### config.mk
export PLATFORM = sky130hd
export DESIGN_NAME = i2c_reg_slave
export DESIGN_NICKNAME = d
export VERILOG_FILES = /design/src/rtl/i2c_reg_slave.sv
export SDC_FILE = /design/constraint.sdc
export NUM_CORES = 1
export LEC_CHECK = 0
export BUFFER_PORTS_ARGS = -buffer_cell sky130_fd_sc_hd__clkbuf_2
export CORE_UTILIZATION = 61
export DETAILED_ROUTE_END_ITERATION = 6
export PLACE_DENSITY = 0.85
export SLEW_MARGIN = 10
export SYNTH_ARGS = -nofsm -noshare
export SYNTH_HDL_FRONTEND = slang
export SYNTH_SLANG_ARGS = --single-unit
### constraint.sdc
create_clock -name clk -period 6.16 [get_ports clk]
set_clock_uncertainty 0.05 [all_clocks]
set_input_delay 0.616 -clock clk [delete_from_list [all_inputs] [get_ports clk]]
set_output_delay 0.616 -clock clk [all_outputs]
set_load 0.02 [all_outputs]
### src/rtl/i2c_reg_slave.sv
module i2c_reg_slave #(
  parameter logic [2:0] FIXED_HI = 3'b001
) (
  input  logic       clk,
  input  logic       rst_n,
  input  logic       scl_i,
  input  logic       sda_i,
  output logic       sda_oe,
  input  logic [3:0] strap,
  output logic [7:0] reg_addr,
  output logic [7:0] reg_wdata,
  output logic       reg_we,
  input  logic [7:0] reg_rdata
);
  localparam logic [6:0] ALERT_ADDR = 7'b0001100;

  typedef enum logic [2:0] {S_IDLE, S_RX, S_RACK, S_TX, S_MACK} st_t;
  typedef enum logic [1:0] {K_ADDR, K_PTR, K_DATA} kind_t;

  logic [2:0] scl_q, sda_q;
  st_t        state;
  kind_t      kind;
  logic [3:0] cnt;
  logic [7:0] shreg, ptr;
  logic       rw;

  always_ff @(posedge clk) begin
    if (!rst_n) begin
      scl_q <= 3'b111;
      sda_q <= 3'b111;
    end else begin
      scl_q <= {scl_q[1:0], scl_i};
      sda_q <= {sda_q[1:0], sda_i};
    end
  end

  wire scl_s    = scl_q[1];
  wire scl_d    = scl_q[2];
  wire sda_s    = sda_q[1];
  wire sda_d    = sda_q[2];
  wire scl_rise = scl_s & ~scl_d;
  wire scl_fall = ~scl_s & scl_d;
  wire start    = scl_s & scl_d & sda_d & ~sda_s;
  wire stop     = scl_s & scl_d & ~sda_d & sda_s;
  wire hit      = (shreg[7:1] == {FIXED_HI, strap}) && (shreg[7:1] != ALERT_ADDR);

  assign reg_addr  = ptr;
  assign reg_wdata = shreg;

  always_ff @(posedge clk) begin
    if (!rst_n) begin
      state  <= S_IDLE;
      kind   <= K_ADDR;
      cnt    <= '0;
      shreg  <= '0;
      ptr    <= '0;
      rw     <= 1'b0;
      sda_oe <= 1'b0;
      reg_we <= 1'b0;
    end else begin
      reg_we <= 1'b0;
      if (reg_we) ptr <= ptr + 8'd1;
      if (stop) begin
        state  <= S_IDLE;
        sda_oe <= 1'b0;
      end else if (start) begin
        state  <= S_RX;
        kind   <= K_ADDR;
        cnt    <= '0;
        sda_oe <= 1'b0;
      end else begin
        case (state)
          S_RX: begin
            if (scl_rise && cnt != 4'd8) begin
              shreg <= {shreg[6:0], sda_s};
              cnt   <= cnt + 4'd1;
            end else if (scl_fall && cnt == 4'd8) begin
              cnt <= '0;
              case (kind)
                K_ADDR: begin
                  if (hit) begin
                    rw     <= shreg[0];
                    kind   <= K_PTR;
                    sda_oe <= 1'b1;
                    state  <= S_RACK;
                  end else begin
                    state <= S_IDLE;
                  end
                end
                K_PTR: begin
                  ptr    <= shreg;
                  kind   <= K_DATA;
                  sda_oe <= 1'b1;
                  state  <= S_RACK;
                end
                default: begin
                  reg_we <= 1'b1;
                  sda_oe <= 1'b1;
                  state  <= S_RACK;
                end
              endcase
            end
          end
          S_RACK: begin
            if (scl_fall) begin
              if (rw) begin
                shreg  <= reg_rdata;
                sda_oe <= ~reg_rdata[7];
                state  <= S_TX;
              end else begin
                sda_oe <= 1'b0;
                state  <= S_RX;
              end
            end
          end
          S_TX: begin
            if (scl_fall) begin
              if (cnt == 4'd7) begin
                cnt    <= '0;
                sda_oe <= 1'b0;
                ptr    <= ptr + 8'd1;
                state  <= S_MACK;
              end else begin
                cnt    <= cnt + 4'd1;
                shreg  <= {shreg[6:0], 1'b0};
                sda_oe <= ~shreg[6];
              end
            end
          end
          S_MACK: begin
            if (scl_rise && sda_s) begin
              state <= S_IDLE;
            end else if (scl_fall) begin
              shreg  <= reg_rdata;
              sda_oe <= ~reg_rdata[7];
              state  <= S_TX;
            end
          end
          default: ;
        endcase
      end
    end
  end


  sda_low_phase_chk: assert property (@(posedge clk) disable iff (!rst_n)
    $rose(sda_oe) |-> !scl_s);


  stop_idle_chk: assert property (@(posedge clk) disable iff (!rst_n)
    stop |=> (state == S_IDLE && !sda_oe));


  start_rearm_chk: assert property (@(posedge clk) disable iff (!rst_n)
    start |=> (state == S_RX && cnt == 4'd0 && !sda_oe));


  we_pulse_chk: assert property (@(posedge clk) disable iff (!rst_n)
    reg_we |=> !reg_we);


  idle_release_chk: assert property (@(posedge clk) disable iff (!rst_n)
    (state == S_IDLE) |-> !sda_oe);
endmodule

==> results of run 1 <==
worst max path at each step:
stage	start	to	slack (ps)	depth (start not counted)
global route	cnt[0]	reg_wdata[0]	3310	7
global placement	cnt[0]	reg_wdata[0]	3630	7
detailed placement	cnt[0]	reg_wdata[0]	3560	7
CTS	cnt[0]	reg_wdata[0]	3520	7
finish	cnt[0]	reg_wdata[0]	3500	7
floorplan	cnt[0]	reg_wdata[6]	4170	7
area by class of cell:
type	count	area (um^2)	share of cell area [%]
multi-input cells	204	1360	57.4
well taps	46	57.6	2.44
clock inverters	2	12.5	0.530
clock buffers	6	51.3	2.17
flip-flops and latches	34	681	28.8
repair buffers	35	180	7.64
inverters	6	22.5	0.954
registers in the layout (all words and copies together) (netlist names):
name and count:
reg_we 1, reg_addr 8, state 3, sda_oe 1, cnt 4, sda_q 3, kind 2, scl_q 3
rw 1, reg_wdata 8
stage by stage:
| step | cells | hold slack [ps] | util, % |
|---|---|---|---|
| 6_report | 333 | 364 | 70.7 |
| 5_1_grt | 333 | 395 | 70.7 |
| 4_1_cts | 333 | 369 | 70.7 |
| 3_5_place_dp | 325 | 343 | 68.8 |
| 3_3_place_gp | 325 | 340 | 68.8 |
| 2_1_floorplan | 259 | 336 | - |
power by group through the flow:
stage | clock network, mW | registers (mW) | logic (mW)
2_1_floorplan | 0 | 0.238 | 0.0270
3_3_place_gp | 0 | 0.237 | 0.0434
3_5_place_dp | 0 | 0.237 | 0.0438
4_1_cts | 0.135 | 0.232 | 0.0441
5_1_grt | 0.143 | 0.233 | 0.0491
6_report | 0.131 | 0.232 | 0.0443
layer usage:
metal | global-route usage (%) | share of wire, % | up-vias
met2 | 39.9 | 42 | 106
met3 | 6.93 | 9.1 | 11
met1 | 47.4 | 47 | 931
met5 | 0 | 0 | -
li1 | - | - | 1020
met4 | 10.1 | 1.4 | 0
placed cells by master, fill, tap and decap left out, drive strengths merged, types with 5 or more instances in the layout:
master,n
a211oi,8
a21oi,18
clkbuf,39
dfxtp,34
inv,6
mux2i,10
nand2,14
nand2b,13
nand3,6
nand4,5
nor2,31
nor2b,5
nor3,7
o21ai,8
o22ai,6
xnor2,7
xor2,9
worst reg2reg max path, stage by stage, from the launching register on:
cell and delay [ps]:
dfxtp_1 410, inv_1 60, ha_1 190, nand3b_1 410, a21oi_1 190, a2111oi_4 770
o311ai_0 290, o211a_1 190
logic make-up (layout without fill, tap and decap cells):
logic type	after synthesis	count (layout)	share of synthesized area, %
compound gates	69	69	23.7
mux	10	10	4.69
simple gates	106	106	26.7
flops	34	34	31.9
fa+ha+maj	3	3	1.76
xor+xnor	16	16	6.56
buf+inv	21	49	4.69
==> results.ini, run 1 <==
[synthesis]
yosysMostFrequentCell = dfxtp_1
synth_fp_nets = 278
ys_ff_latch = 34
synth_top_area_cell = dfxtp_1
async_flop_share_pct = 0
syn-instance-count = 259
synth.avg_cell_area_um2 = 8.25
yosys_warnings = 0
synth_edf_count = 0
seq_area_frac_synth_pct = 31.9
synth_cell_types = 59
syn_area_um2 = 2140
synthFlopType = dfxtp_1
synth_top_cell_area_share_pct = 31.9
synth_top_cells_by_area = dfxtp_1, nor2_1, mux2i_1
synthTopCellsByCount = dfxtp_1, nor2_1, a21oi_1

[sta]
slew_violations = 0
relSlewSlack_pct = 43.6
finalHoldViolations = 0
finalCriticalPeriod_ps = 2660
tightest_slew_ps = 846
layout_setup_ws_ps = 3500
max_freq_mhz = 376
period_share_pct = 43.2
setup_viol = 0
rsz0062_at_grt = no
fin_tns_setup_ps = 0

[cells_and_area]
nNetsFinal = 305
n_antenna_cell = 0
nFillCells = 298
synthToLayoutAreaGrowth_pct = 10.5
drive_gt1_share_pct = 17.4
fin_area_um2 = 2360

[global_routing]
grt_max_degree = 17
overflow = 0
antenna_found_initial = 0
grt_usage_pct = 30.3
grt_pass1_vias = 1675
grt_pass1_wl_um = 8280

[placement]
dp_hpwl_um = 3910
io_buffers = 33
placed_area_um2 = 2300
gp_congestion = 0.926
dpl_worst_slack_ps = 3560

[detailed_routing]
dr.pass1.iters = 5
avgViaCountPerCell = 6.21
vias = 2068
drt_iter0_drc = 315
ant_nets = 0
routed_wl_um = 5230
wire_per_inst_um = 15.7
drc = 0

[power]
comb_power_share_pct = 10.8
powerDensity_nw_per_um2 = 173
switching_share_pct = 27.2
vdd.ir_drop.worst_uv = 163
seqPwrFrac_pct = 56.9
p_int_uw = 297
power.total_uw = 408
switchingPower_uw = 111
power.leakage_nw = 0.855
p_clk_share_pct = 32.2

[floorplanning]
die_area_um2 = 3740
initial_core_util_pct = 64.0
dieWidth_um = 61.2
fp.coreArea_um2 = 3340
pin_count = 34
fp.dieH_um = 61.2
rows = 21

[run_status]
status = completed

[cts]
ctsResizeCount = 0
numCtsBuffers = 5
post_cts_buffers = 0
clock_latency_ps = 340
hold_buffers = 0
cts-root-buf = clkbuf_4
cts_tree = built
cts.htree.levels = 2
numClockSinks = 34
clk_pin_slew_ps = 110
cts_buffer_depth = 2

[worst_hold_path]
min_delay_path_depth = 1
hp-class = reg -> reg
min_to = scl_q[1]
min-delay-start = scl_q[0]

[setup_path]
crit_family = compound AO/OA/AOI/OAI gates
worstRegToRegCells = 7
path_buf_inv = 1
required_ps = 6350
slowest_stage = a2111oi_4
crit_fanout = 16
crit_type = reg -> reg
ff2ff_setup_slack_ps = 3500
worstPathCellList = inv_1 > ha_1 > nand3b_1 > a21oi_1 > a2111oi_4 > o311ai_0 > o211a_1
reg2reg_to = reg_wdata[0]
cpPeakStageDelay_ps = 770
r2r_start = cnt[0]
crit_path_end_kind = register
crit_arrival_ps = 2850
critPathLaunchType = register

[flow_run]
drv_cap = 0

Power figures use the tool's default switching activity.
==> run 2, diff against run 1 <==
CORE_UTILIZATION = 56   (was 61)
PLACE_DENSITY = 0.79   (was 0.85)
clock period = 2.73 ns   (was 6.16 ns; I/O delays follow)
==> run 2 against run 1 <==
Against the previous run:
- sequential power grew 130%
- maximum frequency grew 20%
- global-route usage shrank 1.9 points
- power grew 140%
- clock power grew to 2.7 times the previous value
- sequential share of layout area shrank 0.45 points
- register-to-register slack lost 3000 ps
- clock-buffer cell count grew 1
- first-iteration DRC count shrank 55%
- via count grew 1.3%
- cell count grew 1.2%
- critical path depth grew 1
- critical endpoint is now sda_oe
- largest cell class unchanged
==> results.ini, run 2 (synthesized netlist as in run 1, its figures left out) <==
[sta]
finalCriticalPeriod_ps = 2220  ; -438 ps
setup_viol = 0  ; unchanged
period_share_pct = 81.4  ; +38 points
rsz0062_at_grt = no
max_freq_mhz = 450  ; +20%
finalHoldViolations = 0  ; unchanged
tightest_slew_ps = 626  ; -220 ps
slew_violations = 0  ; unchanged
fin_tns_setup_ps = 0  ; unchanged
relSlewSlack_pct = 57.6  ; +14 points

[detailed_routing]
avgViaCountPerCell = 6.21  ; about the same
routed_wl_um = 5280  ; +1.0%
drc = 0  ; unchanged
vias = 2094  ; +1.3%
drt_iter0_drc = 143  ; -55%
dr.pass1.iters = 4  ; -1
wire_per_inst_um = 15.7  ; -0.17%
ant_nets = 0  ; unchanged

[cts]
clk_pin_slew_ps = 70  ; -40 ps
hold_buffers = 0  ; unchanged
cts.htree.levels = 2  ; unchanged
cts_buffer_depth = 2  ; unchanged
clock_latency_ps = 290  ; -50 ps
cts_tree = built
post_cts_buffers = 0  ; unchanged
numClockSinks = 34  ; unchanged
cts-root-buf = clkbuf_8
numCtsBuffers = 5  ; unchanged
ctsResizeCount = 0  ; unchanged

[cells_and_area]
drive_gt1_share_pct = 17.3  ; -0.12 points
nFillCells = 322  ; +8.1%
n_antenna_cell = 0  ; unchanged
final_common_cell = dfxtp_1
synthToLayoutAreaGrowth_pct = 12.2
nNetsFinal = 308  ; +0.98%
mostFrequentLayoutCells = dfxtp_1, clkbuf_2, nor2_1, a21oi_1, nand2_1
fin_util_pct = 65.5  ; -5.2 points
fin_area_um2 = 2400  ; +1.6%

[flow_run]
drv_cap = 0  ; unchanged

[global_routing]
grt_usage_pct = 28.4  ; -1.9 points
grt_max_degree = 17  ; unchanged
overflow = 0  ; unchanged
grt_pass1_vias = 1891  ; +13%
grt_pass1_wl_um = 9160  ; +11%
antenna_found_initial = 0  ; unchanged

[setup_path]
reg2reg_to = sda_oe
required_ps = 2900  ; -3450 ps
crit_path_end_kind = register
r2r_start = cnt[0]
crit_type = reg -> reg
crit_fanout = 9  ; -7
ff2ff_setup_slack_ps = 510  ; -2990 ps
worstRegToRegCells = 8  ; +1
crit_arrival_ps = 2400  ; -450 ps
critPathLaunchType = register

[run_status]
status = completed

[placement]
placed_area_um2 = 2320  ; +1.1%
io_buffers = 33  ; unchanged
gp_congestion = 0.946  ; +2.2%
dp_hpwl_um = 3870  ; -1.1%

[worst_hold_path]
min_delay_path_depth = 2  ; +1
min-delay-start = sda_i
hp-class = in -> reg
min_to = sda_q[0]

[floorplanning]
fp.coreArea_um2 = 3660  ; +9.7%
dieWidth_um = 63.8  ; +4.2%
pin_count = 34  ; unchanged
die_area_um2 = 4060  ; +8.6%
initial_core_util_pct = 58.3  ; -5.7 points
fp.dieH_um = 63.8  ; +4.2%
rows = 22  ; +4.8%

[power]
powerDensity_nw_per_um2 = 408  ; +140%
vdd.ir_drop.worst_uv = 270  ; +66%
power.leakage_nw = 0.874  ; +2.2%

==> run 2: cell types whose count changed in the layout (fill, tap and decap cells not counted), sizes merged <==
cell	before	now
clkinvlp	1	0
buf	2	5
clkbuf	39	40
clkinv	1	0
==> run 2: area by class of cell <==
class	instances	area (um^2)	area share (%)
multi-input combinational	204	1360	56.5
timing repair buffer	38	203	8.46
clock buffer	7	76.3	3.18
tap	48	60.1	2.51
inverter	6	22.5	0.939
sequential	34	681	28.4
==> run 2: critical path, cell delays in order, from the launching register on <==
cell,delay (ps)
dfxtp_1,350
inv_1,70
ha_1,140
nand3b_1,190
buf_4,240
nor4_1,290
a21oi_1,160
or4b_1,530
a21oi_1,150
==> run 2: worst max-delay path by stage <==
stage | end | slack (ps) | start | depth (start not counted)
CTS | cnt[2] | 520 | cnt[0] | 7
global route | cnt[2] | 330 | cnt[0] | 7
global placement | cnt[2] | 560 | cnt[0] | 7
finish | sda_oe | 510 | cnt[0] | 8
detailed placement | cnt[2] | 550 | cnt[0] | 7
floorplan | reg_wdata[6] | 740 | cnt[0] | 7
==> run 2: routing by layer <==
metal / vias up / share of wire, % / global-route usage, %
met5: - / 0 / 0
met4: 0 / 1.6 / 9.66
met3: 11 / 7.3 / 5.54
met2: 91 / 45 / 42.6
met1: 971 / 46 / 40.4
li1: 1021 / - / -
==> run 2: where the power goes <==
| group | internal, mW | total (mW) | leakage [nW] | switching [mW] |
|---|---|---|---|---|
| registers | 0.508 | 0.525 | 0.276 | 0.0170 |
| logic | 0.0404 | 0.103 | 0.560 | 0.0625 |
| clock network | 0.175 | 0.351 | 0.0383 | 0.175 |
| total | 0.724 | 0.978 | 0.874 | 0.255 |
==> run 2: per-stage QoR <==
stage / setup WS (ps) / hold WS, ps / cells / power [mW]
after floorplan: 745 / 296 / 259 / 0.599
after global placement: 559 / 339 / 330 / 0.635
after detailed placement: 550 / 342 / 330 / 0.637
after CTS: 523 / 119 / 337 / 0.979
after global routing: 334 / 123 / 337 / 1.01
final: 508 / 119 / 337 / 0.978
